==> config.mk <==
export PLATFORM = sky130hd
export DESIGN_NAME = argmax_label_unit
export DESIGN_NICKNAME = d
export VERILOG_FILES = /design/src/rtl/argmax_pkg.sv /design/src/rtl/argmax_cmp.sv /design/src/rtl/argmax_pair_stage.sv /design/src/rtl/argmax_group_stage.sv /design/src/rtl/argmax_running_stage.sv /design/src/rtl/argmax_label_unit.sv
export SDC_FILE = /design/constraint.sdc
export NUM_CORES = 1
export LEC_CHECK = 0
export ABC_AREA = 1
export BUFFER_PORTS_ARGS = -buffer_cell sky130_fd_sc_hd__buf_2
export CORE_UTILIZATION = 25
export DETAILED_ROUTE_END_ITERATION = 10
export GPL_TIMING_DRIVEN = 0
export SYNTH_ARGS = -nofsm -noshare
export SYNTH_HDL_FRONTEND = slang
export SYNTH_HIERARCHICAL = 1
export SYNTH_SLANG_ARGS = --single-unit
==> constraint.sdc <==
create_clock -name clk -period 5.7 [get_ports clk]
set_input_delay 0.855 -clock clk [delete_from_list [all_inputs] [get_ports clk]]
set_output_delay 0.855 -clock clk [all_outputs]
set_load 0.02 [all_outputs]
==> src/rtl/argmax_pkg.sv <==
package argmax_pkg;
  localparam int LANES     = 4;
  localparam int LANE_BITS = $clog2(LANES);
  localparam int PAIRS     = LANES / 2;
endpackage

==> src/rtl/argmax_cmp.sv <==
// One signed comparator: b replaces a only when strictly larger, so the
// candidate wired to a (the lower label) keeps ties.
module argmax_cmp #(
  parameter int W  = 8,
  parameter int LW = 2
) (
  input  logic [W-1:0]  a_val,
  input  logic [LW-1:0] a_lbl,
  input  logic [W-1:0]  b_val,
  input  logic [LW-1:0] b_lbl,
  output logic [W-1:0]  w_val,
  output logic [LW-1:0] w_lbl
);
  logic take_b;

  always_comb begin
    take_b = $signed(b_val) > $signed(a_val);
    w_val  = take_b ? b_val : a_val;
    w_lbl  = take_b ? b_lbl : a_lbl;
  end
endmodule

==> src/rtl/argmax_pair_stage.sv <==
// Stage 1: two comparators reduce lanes {0,1} and {2,3} to pair winners.
module argmax_pair_stage
  import argmax_pkg::*;
#(
  parameter int W  = 8,
  parameter int GW = 6
) (
  input  logic                             clk,
  input  logic                             rst_n,
  input  logic                             adv,
  input  logic                             in_vld,
  input  logic                             in_first,
  input  logic                             in_last,
  input  logic [GW-1:0]                    in_grp,
  input  logic [LANES*W-1:0]               in_scores,
  output logic                             s1_valid,
  output logic                             s1_first,
  output logic                             s1_last,
  output logic [GW-1:0]                    s1_grp,
  output logic [PAIRS-1:0][W-1:0]          s1_val,
  output logic [PAIRS-1:0][LANE_BITS-1:0]  s1_lane
);
  logic [PAIRS-1:0][W-1:0]         win_val;
  logic [PAIRS-1:0][LANE_BITS-1:0] win_lane;

  for (genvar p = 0; p < PAIRS; p++) begin : g_pair
    argmax_cmp #(.W(W), .LW(LANE_BITS)) u_cmp (
      .a_val (in_scores[(2*p)*W +: W]),
      .a_lbl (LANE_BITS'(2*p)),
      .b_val (in_scores[(2*p+1)*W +: W]),
      .b_lbl (LANE_BITS'(2*p+1)),
      .w_val (win_val[p]),
      .w_lbl (win_lane[p])
    );
  end

  always_ff @(posedge clk or negedge rst_n) begin
    if (!rst_n) begin
      s1_valid <= 1'b0;
      s1_first <= 1'b0;
      s1_last  <= 1'b0;
      s1_grp   <= '0;
      s1_val   <= '0;
      s1_lane  <= '0;
    end else if (adv) begin
      s1_valid <= in_vld;
      if (in_vld) begin
        s1_first <= in_first;
        s1_last  <= in_last;
        s1_grp   <= in_grp;
        s1_val   <= win_val;
        s1_lane  <= win_lane;
      end
    end
  end
endmodule

==> src/rtl/argmax_group_stage.sv <==
// Stage 2: third comparator picks the group winner and forms its label.
module argmax_group_stage
  import argmax_pkg::*;
#(
  parameter int W     = 8,
  parameter int GW    = 6,
  parameter int LBL_W = GW + LANE_BITS
) (
  input  logic                             clk,
  input  logic                             rst_n,
  input  logic                             adv,
  input  logic                             s1_valid,
  input  logic                             s1_first,
  input  logic                             s1_last,
  input  logic [GW-1:0]                    s1_grp,
  input  logic [PAIRS-1:0][W-1:0]          s1_val,
  input  logic [PAIRS-1:0][LANE_BITS-1:0]  s1_lane,
  output logic                             s2_valid,
  output logic                             s2_first,
  output logic                             s2_last,
  output logic [W-1:0]                     s2_val,
  output logic [LBL_W-1:0]                 s2_lbl
);
  logic [W-1:0]         g_val;
  logic [LANE_BITS-1:0] g_lane;

  argmax_cmp #(.W(W), .LW(LANE_BITS)) u_cmp (
    .a_val (s1_val[0]),
    .a_lbl (s1_lane[0]),
    .b_val (s1_val[1]),
    .b_lbl (s1_lane[1]),
    .w_val (g_val),
    .w_lbl (g_lane)
  );

  always_ff @(posedge clk or negedge rst_n) begin
    if (!rst_n) begin
      s2_valid <= 1'b0;
      s2_first <= 1'b0;
      s2_last  <= 1'b0;
      s2_val   <= '0;
      s2_lbl   <= '0;
    end else if (adv) begin
      s2_valid <= s1_valid;
      if (s1_valid) begin
        s2_first <= s1_first;
        s2_last  <= s1_last;
        s2_val   <= g_val;
        s2_lbl   <= {s1_grp, g_lane};
      end
    end
  end
endmodule

==> src/rtl/argmax_running_stage.sv <==
// Stage 3: fourth comparator merges the group winner into the running best
// and loads the held result at the end of a frame.
module argmax_running_stage #(
  parameter int W     = 8,
  parameter int LBL_W = 8
) (
  input  logic             clk,
  input  logic             rst_n,
  input  logic             adv,
  input  logic             s2_valid,
  input  logic             s2_first,
  input  logic             s2_last,
  input  logic [W-1:0]     s2_val,
  input  logic [LBL_W-1:0] s2_lbl,
  output logic             out_valid,
  output logic [LBL_W-1:0] out_label,
  output logic [W-1:0]     out_score
);
  logic [W-1:0]     best_val;
  logic [LBL_W-1:0] best_lbl;
  logic [W-1:0]     cmp_val;
  logic [LBL_W-1:0] cmp_lbl;
  logic [W-1:0]     nxt_val;
  logic [LBL_W-1:0] nxt_lbl;

  argmax_cmp #(.W(W), .LW(LBL_W)) u_cmp (
    .a_val (best_val),
    .a_lbl (best_lbl),
    .b_val (s2_val),
    .b_lbl (s2_lbl),
    .w_val (cmp_val),
    .w_lbl (cmp_lbl)
  );

  always_comb begin
    nxt_val = s2_first ? s2_val : cmp_val;
    nxt_lbl = s2_first ? s2_lbl : cmp_lbl;
  end

  always_ff @(posedge clk or negedge rst_n) begin
    if (!rst_n) begin
      best_val  <= '0;
      best_lbl  <= '0;
      out_valid <= 1'b0;
      out_label <= '0;
      out_score <= '0;
    end else if (adv) begin
      if (s2_valid) begin
        best_val <= nxt_val;
        best_lbl <= nxt_lbl;
      end
      out_valid <= s2_valid && s2_last;
      if (s2_valid && s2_last) begin
        out_label <= nxt_lbl;
        out_score <= nxt_val;
      end
    end
  end
endmodule

==> src/rtl/argmax_label_unit.sv <==
module argmax_label_unit
  import argmax_pkg::*;
#(
  parameter int W     = 8,
  parameter int LBL_W = 8
) (
  input  logic               clk,
  input  logic               rst_n,
  input  logic               final_layer,
  input  logic               in_valid,
  output logic               in_ready,
  input  logic               in_first,
  input  logic               in_last,
  input  logic [LANES*W-1:0] in_scores,
  output logic               out_valid,
  input  logic               out_ready,
  output logic [LBL_W-1:0]   out_label,
  output logic [W-1:0]       out_score
);
  localparam int GW = LBL_W - LANE_BITS;

  logic                            adv;
  logic                            take;
  logic [GW-1:0]                   grp_cnt;
  logic [GW-1:0]                   cur_grp;
  logic                            s1_valid, s1_first, s1_last;
  logic [GW-1:0]                   s1_grp;
  logic [PAIRS-1:0][W-1:0]         s1_val;
  logic [PAIRS-1:0][LANE_BITS-1:0] s1_lane;
  logic                            s2_valid, s2_first, s2_last;
  logic [W-1:0]                    s2_val;
  logic [LBL_W-1:0]                s2_lbl;

  // Whole pipeline moves together; it freezes only while a result waits.
  always_comb begin
    adv      = !out_valid || out_ready;
    in_ready = adv;
    take     = in_valid && adv && final_layer;
    cur_grp  = in_first ? '0 : grp_cnt;
  end

  always_ff @(posedge clk or negedge rst_n) begin
    if (!rst_n) grp_cnt <= '0;
    else if (take) grp_cnt <= cur_grp + GW'(1);
  end

  argmax_pair_stage #(.W(W), .GW(GW)) u_pair (
    .clk, .rst_n, .adv,
    .in_vld    (take),
    .in_first, .in_last,
    .in_grp    (cur_grp),
    .in_scores,
    .s1_valid, .s1_first, .s1_last, .s1_grp, .s1_val, .s1_lane
  );

  argmax_group_stage #(.W(W), .GW(GW), .LBL_W(LBL_W)) u_group (
    .clk, .rst_n, .adv,
    .s1_valid, .s1_first, .s1_last, .s1_grp, .s1_val, .s1_lane,
    .s2_valid, .s2_first, .s2_last, .s2_val, .s2_lbl
  );

  argmax_running_stage #(.W(W), .LBL_W(LBL_W)) u_run (
    .clk, .rst_n, .adv,
    .s2_valid, .s2_first, .s2_last, .s2_val, .s2_lbl,
    .out_valid, .out_label, .out_score
  );
endmodule

==> impl_metrics.yaml, run 1 <==
power_and_ir_drop:
  irDropWorstVdd_uv: 193.3
  p_per_area_nw_per_um2: 429.4
  cellLeakagePower_uw: 0.003789
  total_power_uw: 2838
synth:
  yosysSeqAreaShare: 0.3889
  synthCells: 770
  synth_warnings: 6
  ys_types: 27
  ys_ff_latch: 87
  syn_avg_cell_area_sq_um: 7.270
  netlist_area_sq_um: 5598
setup_path:
  cp.arrival_ns: 1.47
  endpoint_kind: "primary output"
  cp_max_fo: 13
  crit_required_ns: 4.85
  reg2regPathDepth: 12
  crit_type: "primary input to primary output"
  startpoint_type: "primary input"
global_routing:
  grt_max_degree: 59
  grt_pass1_vias: 4553
  grt_usage: 0.1180
  overflow: 0
  grt_antenna_before_repair: 0
  grt_pass1_wl_um: 21680
clock_network:
  cts_tree: "built"
  cts_setup_buffers: 0
  post_cts_resized: 0
  clkLatencyLatePin_ns: 0.34
  cts-root-buf: "clkbuf_16"
  cts_hold_buf: 0
  numCtsBuffers: 9
  htreeDepth: 3
  clock_path_buffers: 2
  cts.sinks: 87
  clk_pin_slew_ns: 0.06
timing:
  fin_crit_ns: 2.328
  setup_viol: 0
  fin_crit_sh: 0.4085
  tns_ns: 0
  fin_skew_ns: 0.009577
  timing.fmax_mhz: 429.5
  slew_violations: 0
  finalHoldViolations: 0
  rsz0062_at_grt: "no"
floorplanning:
  core_sq_um: 21890
  initial_core_util: 0.2557
  die_w_um: 151.6
  die_y_um: 151.6
  rows: 54
  die_area_sq_um: 22990
  boundaryPins: 57
layout:
  finalNetCount: 916
  layout-drive-gt1-share: 0.1686
  stdcell_area_sq_um: 6609
  final_util: 0.3019
  area_growth_pct: 18.06
  insertedDiodeCount: 0
  final_common_cell: "nand2_1"
  layout_common_cells: "nand2_1 (375), dfrtp_1 (87), buf_2 (65)"
placement:
  dp_hpwl_um: 9510
  placedInstanceArea_sq_um: 6281
  portBuffers: 56
  gp_congestion: 0.8457
status:
  status: "complete, no violations"
detailed_routing:
  firstDrtPassIters: 4
  drt-initial-drc-count: 213
  viasPerCell: 4.322
  detail-route-antenna-nets: 0
  routedWlPerCell_um: 11.02
  drt_wl_total_um: 12430
  drc: 0
  vias: 4875
min_path:
  hold_class: "primary input to asynchronous set/reset pin"
job:
  maxCapViolCount: 0
==> registers in the layout, summed over array words and instances, names as in the netlist, 4 cells and up <==
signal and cells:
u_pair/s1_grp 6, u_run/best_lbl 8, u_group/s2_val 8, u_run/out_label 8, u_run/best_val 8, u_pair/s1_val 16, u_pair/s1_lane 4, grp_cnt 6
u_group/s2_lbl 8, u_run/out_score 8
==> final timing paths <==
path	start	to	slack [ns]
hold / removal	rst_n	u_run/out_score[4]$_DFFE_PN0P_	0.45
max in group asynchronous	rst_n	u_pair/s1_val[2]$_DFFE_PN0P_	4.63
setup reg to reg	u_run/best_val[7]$_DFFE_PN0P_	u_run/best_lbl[0]$_DFFE_PN0P_	3.58
hold reg to reg	u_run/out_label[0]$_DFFE_PN0P_	u_run/out_label[0]$_DFFE_PN0P_	0.47
min in group clk	u_run/out_label[0]$_DFFE_PN0P_	u_run/out_label[0]$_DFFE_PN0P_	0.47
setup / recovery	out_ready	in_ready	3.37
==> power by group <==
| group | total, uW | internal [uW] | switching (uW) | leakage (uW) |
|---|---|---|---|---|
| sequential | 930 | 789 | 141 | 0.00114 |
| clock | 660 | 425 | 235 | 0.000160 |
| combinational | 1250 | 460 | 788 | 0.00249 |
| total | 2840 | 1670 | 1160 | 0.00379 |
==> per-stage QoR <==
step,std cells,hold slack [ns],setup slack (ns)
2_1_floorplan,776,0.4422,3.566
3_3_place_gp,1112,0.4566,2.951
3_5_place_dp,1113,0.4597,3.249
4_1_cts,1128,0.4591,3.359
5_1_grt,1128,0.4693,3.307
6_report,1128,0.4506,3.372
==> synth_stat cells <==
master     count  area, sq um
nand2_1      375         1408
dfrtp_1       87         2177
inv_1         64        240.2
nand4_1       50        312.8
nand3_1       45        225.2
ha_1          33        412.9
nor2_1        21        78.83
nand3_2       15        150.1
buf_4         12        90.09
nand2_2       12        75.07
buf_2         10        50.05
a21oi_1        9        45.04
buf_6          7        78.83
o21ai_0        5        25.02
a21o_1         4        30.03
inv_2          4        15.01
nor2_2         3        18.77
clkbuf_1       2        7.510
conb_1         2        7.510
nand2_4        2        22.52
o21ai_2        2        17.52
buf_12         1        20.02
buf_8          1        15.01
clkbuf_16      1        25.02
nand3_4        1        17.52
nand4_2        1        12.51
nor2_8         1        20.02
==> routing by layer <==
| metal | routed length, um | part of all wire | track usage | vias up |
|---|---|---|---|---|
| li1 | - | - | - | 2598 |
| met3 | 347 | 0.028 | 0.02754 | 10 |
| met1 | 6087 | 0.49 | 0.1521 | 2200 |
| met2 | 5856 | 0.47 | 0.1984 | 67 |
| met4 | 135 | 0.011 | 0.02772 | 0 |
| met5 | 0 | 0 | 0 | - |
==> kinds of logic (layout without fill, tap and decap cells) <==
| kind of cell | Yosys count | after routing | share of synthesized area |
|---|---|---|---|
| compound gates | 20 | 20 | 0.02101 |
| fa+ha+maj | 33 | 33 | 0.07376 |
| buf+inv | 102 | 174 | 0.09678 |
| flops | 87 | 87 | 0.3889 |
| other cells | 2 | 8 | 0.001342 |
| simple gates | 526 | 526 | 0.4182 |
==> worst max-delay path, stage by stage <==
cell	delay, ns
buf_2	0.07
inv_1	0.03
nand2_2	0.27
buf_2	0.24
==> area by class of cell <==
cell class	instances	area [sq um]
Timing Repair Buffer	57	310.3
Multi-Input combinational cell	587	2902
Clock buffer	11	232.7
Buffer	34	286.5
Fill cell	2424	15280
Tap cell	280	350.3
Inverter	68	255.2
Sequential cell	87	2177
Clock inverter	4	95.09
Note: power is estimated with default switching activity, not from simulation.
==> run 2, diff against run 1 <==
==> constraint.sdc (replaced) <==
create_clock -name clk -period 2.2 [get_ports clk]
set_input_delay 0.33 -clock clk [delete_from_list [all_inputs] [get_ports clk]]
set_output_delay 0.33 -clock clk [all_outputs]
set_load 0.02 [all_outputs]
==> impl_metrics.yaml, run 2 (synthesized netlist as in run 1, its figures left out) <==
timing:
  fin_crit_sh: 0.9295
  timing.fmax_mhz: 489.0
  fin_skew_ns: 0.008408
  timing.hold.ws_ns: 0.2480
  finalHoldViolations: 0
  tns_ns: 0
  setup_viol: 0
  slew_violations: 0
  fin_crit_ns: 2.045
clock_network:
  numCtsBuffers: 9
  clkLatencyLatePin_ns: 0.34
  cts.sinks: 87
  clock_path_buffers: 2
  cts_tree: "built"
  cts-root-buf: "clkbuf_16"
  clk_pin_slew_ns: 0.06
  htreeDepth: 3
detailed_routing:
  viasPerCell: 4.332
  detail-route-antenna-nets: 0
  vias: 4908
  firstDrtPassIters: 5
  routedWlPerCell_um: 11.11
  drc: 0
  drt-initial-drc-count: 233
  drt_wl_total_um: 12590
floorplanning:
  die_area_sq_um: 22990
  core_sq_um: 21890
  rows: 54
  die_y_um: 151.6
  boundaryPins: 57
  initial_core_util: 0.2557
  die_w_um: 151.6
layout:
  largest_register_ff_count: 16
  area_growth_pct: 19.87
  fill_cells: 2422
  top_register: "u_pair/s1_val"
  finalNetCount: 921
  final_util: 0.3065
  insertedDiodeCount: 0
  layout-drive-gt1-share: 0.1817
  layout_common_cells: "nand2_1 (372), dfrtp_1 (86), inv_1 (64), buf_2 (64), nand4_1 (50)"
  stdcell_area_sq_um: 6710
  final_common_cell: "nand2_1"
placement:
  portBuffers: 56
  dp_hpwl_um: 9510
  placedInstanceArea_sq_um: 6281
  gp_congestion: 0.8457
setup_path:
  crit_type: "flip-flop to flip-flop"
  startpoint_type: "flip-flop"
  crit_required_ns: 2.48
  cp.arrival_ns: 2.32
  endpoint_kind: "flip-flop"
  cp_max_fo: 10
power_and_ir_drop:
  irDropWorstVdd_uv: 564.9
  cellLeakagePower_uw: 0.003822
  total_power_uw: 7709
  p_per_area_nw_per_um2: 1149
job:
  maxCapViolCount: 0
min_path:
  hold_class: "primary input to flip-flop"
global_routing:
  grt_pass1_wl_um: 21690
  overflow: 0
  grt_usage: 0.1180
  grt_antenna_before_repair: 0
  grt_max_degree: 59
  grt_pass1_vias: 4559
status:
  status: "complete, no violations"
run 2: cell types whose count changed in the layout (fill, tap and decap cells not counted), moves of 2 or more:
cell | previous run | this run
buf_4 | 13 | 17
nor2_4 | 0 | 2
nand2_1 | 375 | 372
ha_1 | 33 | 31
nand2_2 | 12 | 14
run 2: worst paths after layout:
| path | slack (ns) | start | endpoint | cells after the start |
|---|---|---|---|---|
| worst min register to register | 0.47 | u_run/out_label[0]$_DFFE_PN0P_ | u_run/out_label[0]$_DFFE_PN0P_ | 2 |
| max in group asynchronous | 1.10 | rst_n | u_pair/s1_val[5]$_DFFE_PN0P_ | 3 |
| worst min-delay path | 0.25 | in_last | u_pair/s1_last$_DFFE_PN0P_ | 3 |
| worst max register to register | 0.16 | u_group/s2_val[7]$_DFFE_PN0P_ | u_run/best_lbl[0]$_DFFE_PN0P_ | 12 |
| min in group asynchronous | 0.48 | rst_n | u_run/best_val[4]$_DFFE_PN0P_ | 2 |
| worst max-delay path | 0.16 | u_group/s2_val[7]$_DFFE_PN0P_ | u_run/best_lbl[0]$_DFFE_PN0P_ | 12 |
run 2: where the power goes:
| part | switching [uW] | total, uW | internal, uW |
|---|---|---|---|
| Clock | 609 | 1710 | 1100 |
| Combinational | 2190 | 3580 | 1390 |
| Sequential | 372 | 2420 | 2050 |
| Total | 3170 | 7710 | 4540 |
run 2: what timing repair did:
item | 4_1_cts | 5_1_grt
resized for setup | 0 | 15
endpoints found under the hold margin | 29 | 0
hold buffers | 1 | 0
setup buffers | 0 | 4
setup endpoints to repair | 0 | 20
run 2: layout make-up:
cell class                      count  area, sq um  area share
Tap cell                          280        350.3     0.05221
Timing Repair Buffer               62        350.3     0.05221
Multi-Input combinational cell    587         2958      0.4408
Sequential cell                    87         2178      0.3246
Clock inverter                      4        95.09     0.01417
Buffer                             34        290.3     0.04326
Inverter                           68        255.2     0.03804
Clock buffer                       11        232.7     0.03468
run 2: critical path, stage by stage (launching register included):
cell	delay, ns
dfrtp_1	0.41
ha_2	0.40
nand2_2	0.11
nor2_4	0.15
nand2_2	0.10
nand3_4	0.12
buf_2	0.23
nand4_1	0.11
nand2_1	0.08
nand2_1	0.05
nand2_1	0.09
nand2_1	0.06
nand2_1	0.06
run 2: metrics by stage:
stage / instances / setup WS [ns]
2_1_floorplan: 776 / 0.3272
3_3_place_gp: 1112 / -0.02377
3_5_place_dp: 1113 / 0.1076
4_1_cts: 1129 / 0.09544
5_1_grt: 1133 / -0.002464
6_report: 1133 / 0.1551
run 2: per-layer routing:
layer | part of all wire | wire length, um | up-vias | track usage
met3 | 0.030 | 375 | 10 | 0.02754
li1 | - | - | 2610 | -
met1 | 0.48 | 6093 | 2216 | 0.1521
met4 | 0.013 | 164 | 0 | 0.02772
met2 | 0.47 | 5958 | 72 | 0.1986
met5 | 0 | 0 | - | 0
